--- config.mk ---
export PLATFORM = sky130hd
export DESIGN_NAME = booth_skip_seq
export DESIGN_NICKNAME = d
export VERILOG_FILES = /design/src/rtl/booth_skip_pkg.sv /design/src/rtl/booth_recoder.sv /design/src/rtl/lowbit_finder.sv /design/src/rtl/booth_skip_seq.sv
export SDC_FILE = /design/constraint.sdc
export NUM_CORES = 1
export LEC_CHECK = 0
export BUFFER_PORTS_ARGS = -buffer_cell sky130_fd_sc_hd__buf_2
export CAP_MARGIN = 20
export CORE_MARGIN = 2
export CORE_UTILIZATION = 55
export CTS_CLUSTER_SIZE = 14
export DETAILED_ROUTE_END_ITERATION = 8
export PLACE_DENSITY_LB_ADDON = 0.25
export SETUP_SLACK_MARGIN = 0.15
export SLEW_MARGIN = 20
export SYNTH_ARGS = -nofsm -noshare
export SYNTH_HDL_FRONTEND = slang
export SYNTH_SLANG_ARGS = --single-unit
--- constraint.sdc ---
create_clock -name clk -period 3.75 [get_ports clk]
set_input_delay 0.1875 -clock clk [delete_from_list [all_inputs] [get_ports clk]]
set_output_delay 0.1875 -clock clk [all_outputs]
set_load 0.02 [all_outputs]
--- src/rtl/booth_skip_pkg.sv ---
package booth_skip_pkg;

  typedef enum logic [1:0] {
    SQ_IDLE = 2'd0,
    SQ_PREP = 2'd1,
    SQ_RUN  = 2'd2,
    SQ_DONE = 2'd3
  } seq_state_e;

  // Radix-4 signed digit from a three-bit window:
  // grp[2] = heavier bit of the pair, grp[1] = lighter bit, grp[0] = bit below the pair.
  function automatic logic [2:0] booth_group(input logic [2:0] grp);
    logic [2:0] d;
    unique case (grp)
      3'b000, 3'b111: d = 3'b000;  //  0
      3'b001, 3'b010: d = 3'b001;  // +1
      3'b011:         d = 3'b010;  // +2
      3'b100:         d = 3'b110;  // -2
      default:        d = 3'b111;  // -1
    endcase
    return d;
  endfunction

  function automatic logic digit_is_double(input logic [2:0] d);
    return (d == 3'b010) || (d == 3'b110);
  endfunction

  function automatic logic digit_in_range(input logic [2:0] d);
    return (d != 3'b011) && (d != 3'b100) && (d != 3'b101);
  endfunction

endpackage

--- src/rtl/booth_recoder.sv ---
module booth_recoder
  import booth_skip_pkg::*;
#(
  parameter  int NDIG = 7,
  localparam int ZW   = 2 * NDIG + 1
) (
  input  logic [ZW-1:0]          z,
  output logic [NDIG-1:0][2:0]   dig,
  output logic [NDIG-1:0]        nz
);

  // Digit j covers the pair whose heavier bit sits at z[ZW-1-2j];
  // its window reaches down to z[ZW-3-2j].
  for (genvar j = 0; j < NDIG; j++) begin : g_digit
    logic [2:0] win;
    assign win    = z[ZW-1-2*j -: 3];
    assign dig[j] = booth_group(win);
    // Zero digit exactly when the window is uniform.
    assign nz[j]  = (win != 3'b000) && (win != 3'b111);
  end

endmodule

--- src/rtl/lowbit_finder.sv ---
module lowbit_finder #(
  parameter  int N  = 7,
  localparam int PW = $clog2(N + 1)
) (
  input  logic [N-1:0]  mask,
  output logic [PW-1:0] pos,
  output logic          hit
);

  // Lowest set bit; pos = N when the mask is empty.
  always_comb begin
    pos = PW'(N);
    hit = 1'b0;
    for (int k = N - 1; k >= 0; k--) begin
      if (mask[k]) begin
        pos = PW'(k);
        hit = 1'b1;
      end
    end
  end

endmodule

--- src/rtl/booth_skip_seq.sv ---
module booth_skip_seq
  import booth_skip_pkg::*;
#(
  parameter  int FIRST_IDX = 16,
  parameter  int LAST_IDX  = 29,
  localparam int NDIG      = (LAST_IDX - FIRST_IDX + 1) / 2,
  localparam int ZW        = 2 * NDIG + 1,
  localparam int IDX_W     = $clog2(LAST_IDX + 2)
) (
  input  logic             clk,
  input  logic             rst_n,
  input  logic             start,
  input  logic [ZW-1:0]    z_res,
  output logic             busy,
  output logic             dig_valid,
  output logic [2:0]       digit,
  output logic [IDX_W-1:0] dig_idx,
  output logic [IDX_W-1:0] shift_amt,
  output logic [IDX_W-1:0] next_idx,
  output logic             done
);

  localparam int PW      = $clog2(NDIG + 1);
  localparam int END_IDX = LAST_IDX + 1;

  function automatic logic [IDX_W-1:0] pos_idx(input logic [PW-1:0] p);
    return IDX_W'(FIRST_IDX + 2 * int'(p));
  endfunction

  seq_state_e            st_q;
  logic [NDIG-1:0][2:0]  dig_q;
  logic [NDIG-1:0]       nz_q;
  logic [PW-1:0]         cur_q;
  logic [PW-1:0]         nxt_q;

  // Recoding of the incoming residual (registered on accept).
  logic [NDIG-1:0][2:0]  rec_dig;
  logic [NDIG-1:0]       rec_nz;

  booth_recoder #(.NDIG(NDIG)) u_rec (
    .z   (z_res),
    .dig (rec_dig),
    .nz  (rec_nz)
  );

  // Search masks: finder A gives the first digit in PREP and the
  // digit after nxt_q in RUN; finder B gives the second digit in PREP.
  logic [NDIG-1:0] above_nxt;
  logic [NDIG-1:0] mask_a;
  logic [NDIG-1:0] mask_b;
  logic [PW-1:0]   pos_a, pos_b;
  logic            hit_a, hit_b;

  always_comb begin
    for (int k = 0; k < NDIG; k++) begin
      above_nxt[k] = (k > int'(nxt_q));
    end
  end

  assign mask_a = (st_q == SQ_PREP) ? nz_q : (nz_q & above_nxt);
  assign mask_b = nz_q & (nz_q - NDIG'(1));

  lowbit_finder #(.N(NDIG)) u_find_a (.mask(mask_a), .pos(pos_a), .hit(hit_a));
  lowbit_finder #(.N(NDIG)) u_find_b (.mask(mask_b), .pos(pos_b), .hit(hit_b));

  // Named events.
  logic accept_evt;
  logic ignored_evt;
  logic issue_evt;
  logic last_issue_evt;
  logic empty_evt;

  assign accept_evt     = start && (st_q == SQ_IDLE);
  assign ignored_evt    = start && (st_q != SQ_IDLE);
  assign issue_evt      = (st_q == SQ_RUN);
  assign last_issue_evt = issue_evt && (nxt_q == PW'(NDIG));
  assign empty_evt      = (st_q == SQ_PREP) && !hit_a;

  always_ff @(posedge clk) begin
    if (!rst_n) begin
      st_q  <= SQ_IDLE;
      dig_q <= '0;
      nz_q  <= '0;
      cur_q <= '0;
      nxt_q <= '0;
    end else begin
      unique case (st_q)
        SQ_IDLE: begin
          if (accept_evt) begin
            dig_q <= rec_dig;
            nz_q  <= rec_nz;
            st_q  <= SQ_PREP;
          end
        end
        SQ_PREP: begin
          if (hit_a) begin
            cur_q <= pos_a;
            nxt_q <= hit_b ? pos_b : PW'(NDIG);
            st_q  <= SQ_RUN;
          end else begin
            st_q  <= SQ_DONE;
          end
        end
        SQ_RUN: begin
          if (last_issue_evt) begin
            st_q  <= SQ_DONE;
          end else begin
            cur_q <= nxt_q;
            nxt_q <= pos_a;
          end
        end
        default: st_q <= SQ_IDLE;
      endcase
    end
  end

  // Outputs.
  logic [2:0]       cur_dig;
  logic [IDX_W-1:0] cur_idx;

  assign cur_dig   = dig_q[cur_q];
  assign cur_idx   = pos_idx(cur_q);

  assign busy      = (st_q != SQ_IDLE);
  assign dig_valid = issue_evt;
  assign done      = (st_q == SQ_DONE);
  assign digit     = issue_evt ? cur_dig : 3'b000;
  assign dig_idx   = issue_evt ? cur_idx : '0;
  assign shift_amt = !issue_evt ? '0 :
                     (digit_is_double(cur_dig) ? cur_idx : cur_idx + IDX_W'(1));
  assign next_idx  = !issue_evt ? '0 :
                     (last_issue_evt ? IDX_W'(END_IDX) : pos_idx(nxt_q));

  // Assertions.
  AST_ISSUE_NONZERO: assert property (@(posedge clk) disable iff (!rst_n)
    dig_valid |-> (digit != 3'b000) && digit_in_range(digit));

  AST_IDX_WINDOW: assert property (@(posedge clk) disable iff (!rst_n)
    dig_valid |-> (int'(dig_idx) >= FIRST_IDX) && (int'(dig_idx) < LAST_IDX));

  AST_ASCENDING: assert property (@(posedge clk) disable iff (!rst_n)
    dig_valid |-> next_idx > dig_idx);

  AST_CHAIN_NEXT: assert property (@(posedge clk) disable iff (!rst_n)
    (dig_valid && (int'(next_idx) != END_IDX)) |=> dig_valid && (dig_idx == $past(next_idx)));

  AST_END_TO_DONE: assert property (@(posedge clk) disable iff (!rst_n)
    (dig_valid && (int'(next_idx) == END_IDX)) |=> done && !dig_valid);

  AST_EMPTY_TO_DONE: assert property (@(posedge clk) disable iff (!rst_n)
    empty_evt |=> done);

  AST_DONE_PULSE: assert property (@(posedge clk) disable iff (!rst_n)
    done |=> !busy);

  AST_PREP_GAP: assert property (@(posedge clk) disable iff (!rst_n)
    accept_evt |=> busy && !dig_valid && !done);

  AST_SHIFT_PAIR: assert property (@(posedge clk) disable iff (!rst_n)
    dig_valid |-> (shift_amt == dig_idx) || (shift_amt == dig_idx + IDX_W'(1)));

  AST_IGNORE_START: assert property (@(posedge clk) disable iff (!rst_n)
    ignored_evt |=> $stable(nz_q) && $stable(dig_q));

endmodule

==> results.yml, run 1 <==
detailed_routing:
  routedWlPerCell_um: 14.5
  detail_route.iter0.violations: 225
  antenna_left: 0
  routed_wirelength_um: 5270
  drt_drc_violations_left: 0
  dr_total_vias: 2133
  post_detailed_route_via_to_cell_ratio: 5.89
  drtPass1Iterations: 5
critical_path:
  worstPathRequired_ns: 3.56
  critical_path.cell_chain: "inv_1 -> ha_1 -> clkinv_1 -> a211oi_1 -> buf_2"
  slowest_delay_ns: 0.57
  timing.critical_path.slowest_stage_cell: "ha_1"
  kind_of_start_point_of_the_critical_path: "flip-flop"
  timing.critical_path.buf_inv: 3
  worst_setup_path_end_kind: "output pin"
  critPathKind: "reg2out"
  worst-path-max-fanout: 19
  worst-endpoint-arrival_ns: 2.31
  reg2reg_setup_slack_ns: 1.65
  critical-path-top-delay-family: "buffers and inverters"
die:
  initial_utilization_pct: 57.9
  floorplan.die.width_um: 69.4
  die_y_um: 69.4
  placementRows: 23
  io_pins: 39
  die-area_um2: 4810
  core_area_um2: 4060
yosys:
  synth_cells: 301
  asyncSetResetFlopFracSynth_pct: 0
  synth_area_per_cell_um2: 7.81
  mappedNetlistArea_um2: 2350
  flip_flop_and_latch_count_after_synthesis: 36
  yosysSeqAreaShare_pct: 30.7
  postSynth.topFlopCell: "dfxtp_1"
  number_of_synthesized_flops_with_an_enable_pin: 0
  post-synth-top-area-fraction_pct: 30.7
  synth-warning-count: 0
  yosysUniqueCellTypes: 53
  most_area_consuming_cells_after_synthesis: "dfxtp_1 31%, nand2_1 6.2%, o21ai_0 4.9%, nand3_1 4.7%, a21oi_1 4.5%"
  synth_area_leader_cell: "dfxtp_1"
global_route:
  antenna_found_initial: 0
  grt_pass1_wl_um: 9020
  grt_max_degree: 41
  overall_overflow_remaining_after_global_route: 0
  grt_pass1_vias: 1904
  globalRouteMet3Util_pct: 4.51
  grt_use_total_pct: 22.9
  use_met1_pct: 30.2
  use_met2_pct: 36.6
  busiest_layer: "met2"
clock_tree:
  cts_resized: 0
  cts_hold_buffers: 0
  htree_num_levels: 2
  buffer_depth_of_the_longest_clock_path: 2
  clk_transition_reported_paths_ns: 0.07
  cts_buffers: 5
  clk_root_buffer_cell: "clkbuf_8"
  post_cts_setup_buffer_count: 0
  worst_skew_pair.late_latency_ns: 0.29
  cts_sinks: 36
  tritoncts: "yes"
timing:
  finalCriticalPeriod_ns: 2.50
  finalHoldViolations: 0
  setup_viol: 0
  timing.fmax_mhz: 400
  worst_slew_margin_rel_pct: 58.1
  finalMaxSlewViolations: 0
  timing.final.crit_share_pct: 66.6
  finalSetupTns_ns: 0
  tightestPinTransition_ns: 0.628
  rsz0062_at_grt: "false"
  clock_skew_ns: 0.00203
power:
  power.leakage_nw: 1.11
  power_density_nw_per_um2: 710
  ir_drop_mv: 0.410
status:
  status: "completed"
place:
  placed_instance_count: 354
  routabilityCongestion: 0.900
  io_buffers: 36
  dp.final_hpwl_um: 3730
run:
  drv_cap: 0
final_layout:
  area.growth.synth_to_final_pct: 8.25
  proportion_of_layout_cells_with_a_drive_suffix_above_1_pct: 17.6
  insertedDiodeCount: 0
  final_nets: 334
  layoutNonFillerInstCount: 362
min_path:
  timing.hold.worst.class: "in2reg"
-- layout by cell type, fill, tap and decap left out, types with 2 or more instances in the layout --
cell type	netlist	layout
nand2_1	39	39
dfxtp_1	36	36
buf_2	7	36
o21ai_0	23	23
nand3_1	22	22
a21oi_1	21	21
nor2_1	15	15
a21boi_0	12	12
and2_1	10	10
o211a_1	8	8
inv_1	7	7
xnor2_1	7	7
xor2_1	7	7
clkbuf_8	0	7
or3_1	5	5
ha_1	5	5
nor2b_1	4	4
mux2i_1	4	4
mux4_2	3	3
o211ai_1	2	2
nand4_1	2	2
nand2b_1	2	2
nor3_1	2	2
a21o_1	2	2
o221ai_1	2	2
o2111a_1	2	2
a31oi_1	2	2
conb_1	1	2
-- path summary, 6_finish.rpt --
check / endpoint / from / depth (start not counted)
worst max-delay path: digit[2] / st_q[0] / 5
worst min-delay path: dig_q[5] / z_res[12] / 3
worst max register to register: nxt_q[2] / st_q[0] / 6
worst min register to register: dig_q[5] / dig_q[5] / 2
-- cells by family after synthesis --
family	after synthesis	share of synthesized area [%]
other	1	0.160
multiplexers	7	4.58
XOR/XNOR	14	5.22
buffers and inverters	44	9.48
flip-flops	36	30.7
adder cells (fa/ha/maj)	5	2.66
AO/OA/AOI/OAI	87	25.0
AND/OR/NAND/NOR	107	22.2
-- flip-flops by register name, indices dropped and copies added, names as in the netlist --
register  cells
nz_q          7
cur_q         3
st_q          2
dig_q        21
nxt_q         3
-- worst min-delay path: stages --
cell and delay (ns):
buf_2 0.14, nand3_1 0.07, a21boi_0 0.07
-- cells in the mapped netlist (5+ instances only) --
cell and count:
or3_1 5, a21boi_0 12, nand2_1 39, xnor2_1 7, o21ai_0 23, inv_1 7, nor2_1 15, nand3_1 22
dfxtp_1 36, and2_1 10, xor2_1 7, a21oi_1 21, buf_4 8, clkbuf_1 16, o211a_1 8, ha_1 5
buf_2 7
-- cell type report --
cell class | instances | area [um^2]
Clock buffer | 7 | 96.3
Clock inverter | 1 | 30.0
Fill cell | 374 | 1510
Inverter | 9 | 36.3
Multi-Input combinational cell | 222 | 1410
Sequential cell | 36 | 721
Tap cell | 50 | 62.6
Timing Repair Buffer | 37 | 188
-- report_power, final --
group	internal (W)	switching, W
Clock	0.000235	0.000135
Sequential	0.000490	0.000152
Combinational	0.000320	0.000473
Total	0.00105	0.000760
-- metal layers --
metal	vias to the layer above	share of wire (%)
met1	973	45
li1	1065	-
met4	0	1.3
met3	8	6.3
met5	-	0
met2	87	47
-- per-stage QoR --
stage / hold slack [ns] / worst slack, ns / power, W / utilization, % / area (um^2)
after floorplan: 0.386 / 1.88 / 0.00129 / - / 2350
after global placement: 0.450 / 1.71 / 0.00141 / 59.6 / 2420
after detailed placement: 0.456 / 1.63 / 0.00143 / 59.6 / 2420
after CTS: 0.225 / 1.28 / 0.00181 / 62.7 / 2540
after global routing: 0.235 / 1.11 / 0.00194 / 62.7 / 2540
final: 0.229 / 1.25 / 0.00181 / 62.7 / 2540
No activity file was read; power rests on OpenSTA's default activity.
==> inputs of run 2 (changes only) <==
--- a/config.mk
+++ b/config.mk
@@ -5,6 +5,7 @@
 export SDC_FILE = /design/constraint.sdc
 export NUM_CORES = 1
 export LEC_CHECK = 0
+export ABC_AREA = 1
 export BUFFER_PORTS_ARGS = -buffer_cell sky130_fd_sc_hd__buf_2
 export CAP_MARGIN = 20
 export CORE_MARGIN = 2
==> constraint.sdc (replaced) <==
create_clock -name clk -period 2.3 [get_ports clk]
set_input_delay 0.115 -clock clk [delete_from_list [all_inputs] [get_ports clk]]
set_output_delay 0.115 -clock clk [all_outputs]
set_load 0.02 [all_outputs]
==> run 2 against run 1 <==
  * Sequential power grew 50%
  * Register-to-register slack got worse by 1.2 ns
  * Die area shrank 9.3%
  * Flip-flop and latch count stayed put
  * Design area down 6.4%
  * Largest power group unchanged
==> results.yml, run 2 <==
status:
  status: "completed"
critical_path:
  slowest_delay_ns: 0.38
  worst-path-max-fanout: 11
  timing.critical_path.slowest_stage_cell: "ha_1"
  worstPathRequired_ns: 2.18
  critPathKind: "reg2out"
  kind_of_start_point_of_the_critical_path: "flip-flop"
  critical_path.cell_chain: "inv_1 -> ha_1 -> buf_4 -> nand2_1 -> o21ai_0 -> buf_2"
  worst-endpoint-arrival_ns: 1.83
  worst_setup_path_end_kind: "output pin"
timing:
  worst_slew_margin_rel_pct: 63.8
  tightestPinTransition_ns: 0.542
  timing.fmax_mhz: 514
  rsz0062_at_grt: "false"
  timing.final.crit_share_pct: 84.6
  finalSetupTns_ns: 0
  clock_skew_ns: 0.00467
  finalCriticalPeriod_ns: 1.94
  setup_viol: 0
  finalMaxSlewViolations: 0
  finalHoldViolations: 0
die:
  floorplan.die.width_um: 66.0
  initial_utilization_pct: 57.4
  die-area_um2: 4360
  core_area_um2: 3690
  die_y_um: 66.0
  io_pins: 39
  placementRows: 22
place:
  placed_instance_count: 389
  dp.final_hpwl_um: 3850
  io_buffers: 36
  routabilityCongestion: 0.879
  postPlaceCellArea_um2: 2290
clock_tree:
  htree_num_levels: 2
  tritoncts: "yes"
  cts_sinks: 36
  cts_hold_buffers: 0
  clk_transition_reported_paths_ns: 0.07
  cts_buffers: 5
  buffer_depth_of_the_longest_clock_path: 2
  worst_skew_pair.late_latency_ns: 0.29
  clk_root_buffer_cell: "clkbuf_8"
detailed_routing:
  top_signal_layer_used: "met4"
  drtPass1Iterations: 4
  drt_drc_violations_left: 0
  post_detailed_route_via_to_cell_ratio: 5.42
  detail_route.iter0.violations: 136
  met2RoutedLength_um: 2510
  routed_wirelength_um: 5320
  antenna_left: 0
  routedWlPerCell_um: 13.4
  met3_wirelength_um: 279
  dr_total_vias: 2152
  wl_met1_um: 2440
yosys:
  post-synth-top-area-fraction_pct: 34.0
  flip_flop_and_latch_count_after_synthesis: 36
  synth_area_leader_cell: "dfxtp_1"
  most_area_consuming_cells_after_synthesis: "dfxtp_1 34%, nand2_1 11%, o21ai_0 9.0%, inv_1 8.0%, a21oi_1 6.6%"
  most_instantiated_library_cell_after_synthesis: "nand2_1"
  yosysUniqueCellTypes: 31
  number_of_synthesized_flops_with_an_enable_pin: 0
  synth-warning-count: 0
  synth_area_per_cell_um2: 6.68
  yosysSeqAreaShare_pct: 34.0
  post_synth_most_frequent_cells: "61 x nand2_1, 45 x inv_1, 38 x o21ai_0, 36 x dfxtp_1, 31 x nor2_1"
  postSynth.topFlopCell: "dfxtp_1"
  asyncSetResetFlopFracSynth_pct: 0
  mappedNetlistArea_um2: 2120
  synth_cells: 317
final_layout:
  proportion_of_layout_cells_with_a_drive_suffix_above_1_pct: 19.2
  reg_top3: "dig_q x21, nz_q x7"
  final_nets: 371
  most-common-layout-cells: "61 x nand2_1, 45 x inv_1, 38 x o21ai_0"
  insertedDiodeCount: 0
  core_util_final_pct: 64.6
  biggest_register: "dig_q"
  layout_commonest_cell: "nand2_1"
  largest_register_ffs: 21
  area.growth.synth_to_final_pct: 12.5
  final_layout_fill_cell_count: 352
  layoutNonFillerInstCount: 397
  layout.cell_area.non_filler_um2: 2380
power:
  power_density_nw_per_um2: 1250
  ir_drop_mv: 0.540
  power.leakage_nw: 1.23
run:
  drv_cap: 0
global_route:
  grt_max_degree: 25
  overall_overflow_remaining_after_global_route: 0
  grt_pass1_wl_um: 9170
  grt_use_total_pct: 27.8
  antenna_found_initial: 0
  grt_pass1_vias: 2029
min_path:
  timing.hold.worst.class: "in2reg"
==> run 2: cell types whose count changed in the layout (fill, tap and decap cells not counted), sizes merged, moves of 6 or more <==
cell | before | now
inv | 8 | 47
nand2 | 39 | 63
nor2 | 16 | 35
o21ai | 23 | 39
nand3 | 22 | 8
a21boi | 12 | 0
and2 | 10 | 0
a21oi | 21 | 30
o211a | 8 | 0
or2 | 0 | 7
xnor2 | 7 | 0
xor2 | 7 | 0
a221oi | 0 | 6
==> run 2: critical path: cells and delay by family (launching register included) <==
kind                       cells  cell delay [ns]
adders and majority gates      1             0.38
DFF                            1             0.35
AOI/OAI and AO/OA              1             0.20
and+or+nand+nor                1             0.07
buffers and inverters          3             0.53
==> run 2: per-stage QoR <==
step | setup WS (ns) | total power, W | hold WS, ns
6_report | 0.355 | 0.00298 | 0.146
5_1_grt | 0.175 | 0.00324 | 0.166
4_1_cts | 0.363 | 0.00296 | 0.147
3_5_place_dp | 0.463 | 0.00249 | 0.457
3_3_place_gp | 0.560 | 0.00247 | 0.437
2_1_floorplan | 0.510 | 0.00217 | 0.253
==> run 2: logic make-up after synthesis <==
group,Yosys count,share of synthesized area [%]
other cells,1,0.177
compound gates,95,26.2
buf+inv,65,13.3
simple gates,115,23.3
flops,36,34.0
fa+ha+maj,5,2.96
==> run 2: routing by layer <==
metal,up-vias,global-route usage [%]
met2,62,44.9
met3,8,4.60
met5,-,0
li1,1098,-
met1,984,37.0
met4,0,10.7
==> run 2: report_power, final <==
group	internal, W	leakage, nW	switching, W	total, W
Sequential	0.000815	0.298	0.000149	0.000964
Combinational	0.000523	0.888	0.00102	0.00155
Clock	0.000244	0.0455	0.000222	0.000466
Total	0.00158	1.23	0.00140	0.00298
==> run 2: final timing paths <==
path	from	cells after the start	endpoint	slack [ns]
worst max-delay path	st_q[0]	6	digit[2]	0.36
worst min register to register	dig_q[14]	2	dig_q[14]	0.47
worst max register to register	st_q[1]	12	nxt_q[0]	0.43
worst min-delay path	z_res[8]	4	nz_q[3]	0.15
==> run 2: final cells by class <==
class	instances	area, um^2	area share, %
Tap cell	48	60.1	2.52
Inverter	48	180	7.57
Sequential cell	36	722	30.3
Timing Repair Buffer	40	210	8.83
Multi-Input combinational cell	217	1120	47.0
Clock buffer	8	90.1	3.78
==> run 2: repair_timing <==
item | 4_1_cts | 5_1_grt
buffers inserted | 0 | 0
resized for setup | 0 | 1
endpoints found under the setup margin | 0 | 1
==> inputs of run 3 (changes only) <==
--- a/config.mk
+++ b/config.mk
@@ -5,11 +5,11 @@
 export SDC_FILE = /design/constraint.sdc
 export NUM_CORES = 1
 export LEC_CHECK = 0
-export ABC_AREA = 1
+export ABC_AREA = 0
 export BUFFER_PORTS_ARGS = -buffer_cell sky130_fd_sc_hd__buf_2
 export CAP_MARGIN = 20
 export CORE_MARGIN = 2
-export CORE_UTILIZATION = 55
+export CORE_UTILIZATION = 51
 export CTS_CLUSTER_SIZE = 14
 export DETAILED_ROUTE_END_ITERATION = 8
 export PLACE_DENSITY_LB_ADDON = 0.25
==> constraint.sdc (replaced) <==
create_clock -name clk -period 1.69 [get_ports clk]
set_input_delay 0.0845 -clock clk [delete_from_list [all_inputs] [get_ports clk]]
set_output_delay 0.0845 -clock clk [all_outputs]
set_load 0.02 [all_outputs]
==> run 3 against run 2 <==
  * The flow now finishes with violations (setup timing)
  * Clock power up 39%
  * Clock skew increased by 0.0036 ns
  * Design area up 24%
  * Clock-buffer cell count unchanged
  * Wire length up 16%
  * First-iteration DRC count is 88% higher
  * Critical endpoint is now shift_amt[0]
  * Largest power group unchanged
  * Highest routed layer unchanged
==> results.yml, run 3 (synthesis gave the netlist of run 1 again) <==
final_layout:
  final_layout_fill_cell_count: 355
  reg_top3: "dig_q x21, nz_q x7"
  layout.cell_area.non_filler_um2: 2950
  layout_commonest_cell: "nand2_1"
  area.growth.synth_to_final_pct: 25.6
  insertedDiodeCount: 0
  biggest_register: "dig_q"
  final_nets: 353
  proportion_of_layout_cells_with_a_drive_suffix_above_1_pct: 34.7
  most-common-layout-cells: "38 x nand2_1, 30 x dfxtp_1, 29 x buf_2"
  largest_register_ffs: 21
power:
  power.leakage_nw: 1.25
  ir_drop_mv: 0.699
  power.total_w: 0.00477
  power_density_nw_per_um2: 1610
place:
  postPlaceCellArea_um2: 2560
  dp.final_hpwl_um: 3990
  io_buffers: 36
  pre_cts_ws_ns: -0.0424
  routabilityCongestion: 0.902
critical_path:
  worstPathRequired_ns: 1.61
  timing.critical_path.slowest_stage_cell: "dfxtp_4"
  critPathKind: "reg2out"
  worst-path-max-fanout: 5
  slowest_delay_ns: 0.37
  worst_setup_path_end_kind: "output pin"
  kind_of_start_point_of_the_critical_path: "flip-flop"
  critical_path.cell_chain: "buf_6 -> mux2i_1 -> nor2_1 -> a21oi_2 -> a21oi_2 -> o21a_1 -> buf_6"
  worstRegToRegCells: 7
  worst-endpoint-arrival_ns: 1.64
detailed_routing:
  detail_route.iter0.violations: 255
  routedWlPerCell_um: 16.0
  drtPass1Iterations: 4
  post_detailed_route_via_to_cell_ratio: 5.96
  drt_drc_violations_left: 0
  antenna_left: 0
  dr_total_vias: 2283
  routed_wirelength_um: 6150
die:
  io_pins: 39
  core_area_um2: 4380
  die_y_um: 71.9
  placementRows: 24
  floorplan.die.width_um: 71.9
  initial_utilization_pct: 53.6
  die-area_um2: 5170
clock_tree:
  cts_buffers: 5
  htree_num_levels: 2
  clk_root_buffer_cell: "clkbuf_8"
  buffer_depth_of_the_longest_clock_path: 2
  worst_skew_pair.late_latency_ns: 0.29
  tritoncts: "yes"
  clk_transition_reported_paths_ns: 0.07
  cts_hold_buffers: 0
  cts_sinks: 36
timing:
  rsz0062_at_grt: "true"
  whs_ns: 0.116
  worst_slew_margin_rel_pct: 61.0
  finalCriticalPeriod_ns: 1.72
  worst_slack_ns: -0.0345
  clock_skew_ns: 0.00822
  finalSetupTns_ns: -0.0345
  finalHoldViolations: 0
  setup_viol: 1
  timing.final.crit_share_pct: 102
  timing.fmax_mhz: 580
  finalMaxSlewViolations: 0
  tightestPinTransition_ns: 0.585
min_path:
  timing.hold.worst.class: "in2reg"
  hold_depth: 3
global_route:
  grt_max_degree: 38
  grt_pass1_vias: 2075
  grt_use_total_pct: 24.0
  antenna_found_initial: 0
  overall_overflow_remaining_after_global_route: 0
  grt_pass1_wl_um: 9740
run:
  drv_cap: 0
status:
  failing_checks: "setup timing"
  status: "finished, violations left"
==> run 3: final cells by class <==
type / count / area, um^2 / share of cell area [%]
Multi-Input combinational cell: 222 / 1610 / 54.5
Sequential cell: 36 / 738 / 25.0
Timing Repair Buffer: 56 / 403 / 13.6
Clock buffer: 8 / 90.1 / 3.05
Tap cell: 52 / 65.1 / 2.20
Inverter: 9 / 46.3 / 1.57
==> run 3: what timing repair did <==
action | 4_1_cts | 5_1_grt
pin swaps | 11 | 8
gates cloned | 1 | 0
endpoints found under the setup margin | 29 | 31
gates resized for setup | 40 | 31
buffers inserted | 3 | 3
==> run 3: per-layer routing <==
layer  up-vias  wire [um]  track usage, %
li1       1100          -               -
met2        84       3020            40.0
met4         0        136            9.43
met1      1082       2690            31.6
met5         -          0               0
met3        17        301            3.38
==> run 3: path summary, 6_finish.rpt <==
| path | start | to | slack [ns] |
|---|---|---|---|
| max | cur_q[1] | shift_amt[0] | -0.03 |
| min | z_res[14] | dig_q[1] | 0.12 |
| max reg2reg | st_q[1] | cur_q[0] | 0.02 |
| min reg2reg | dig_q[20] | dig_q[20] | 0.47 |
==> run 3: worst max-delay path: cells and delay by family (launching register included) <==
kind	cells	cell delay (ns)
buffers and inverters	2	0.27
AOI/OAI and AO/OA	3	0.42
and+or+nand+nor	1	0.08
muxes	1	0.21
DFF	1	0.37
==> run 3: where the power goes <==
group          total (W)  switching (W)  internal, W
Combinational    0.00265        0.00141      0.00124
Sequential       0.00147       0.000362      0.00111
Clock           0.000646       0.000313     0.000333
==> run 3: through the flow <==
stage          utilization (%)  std cells
3_5_place_dp              58.4        368
2_1_floorplan                -        302
5_1_grt                   67.3        383
6_report                  67.3        383
3_3_place_gp              58.4        368
4_1_cts                   64.6        380
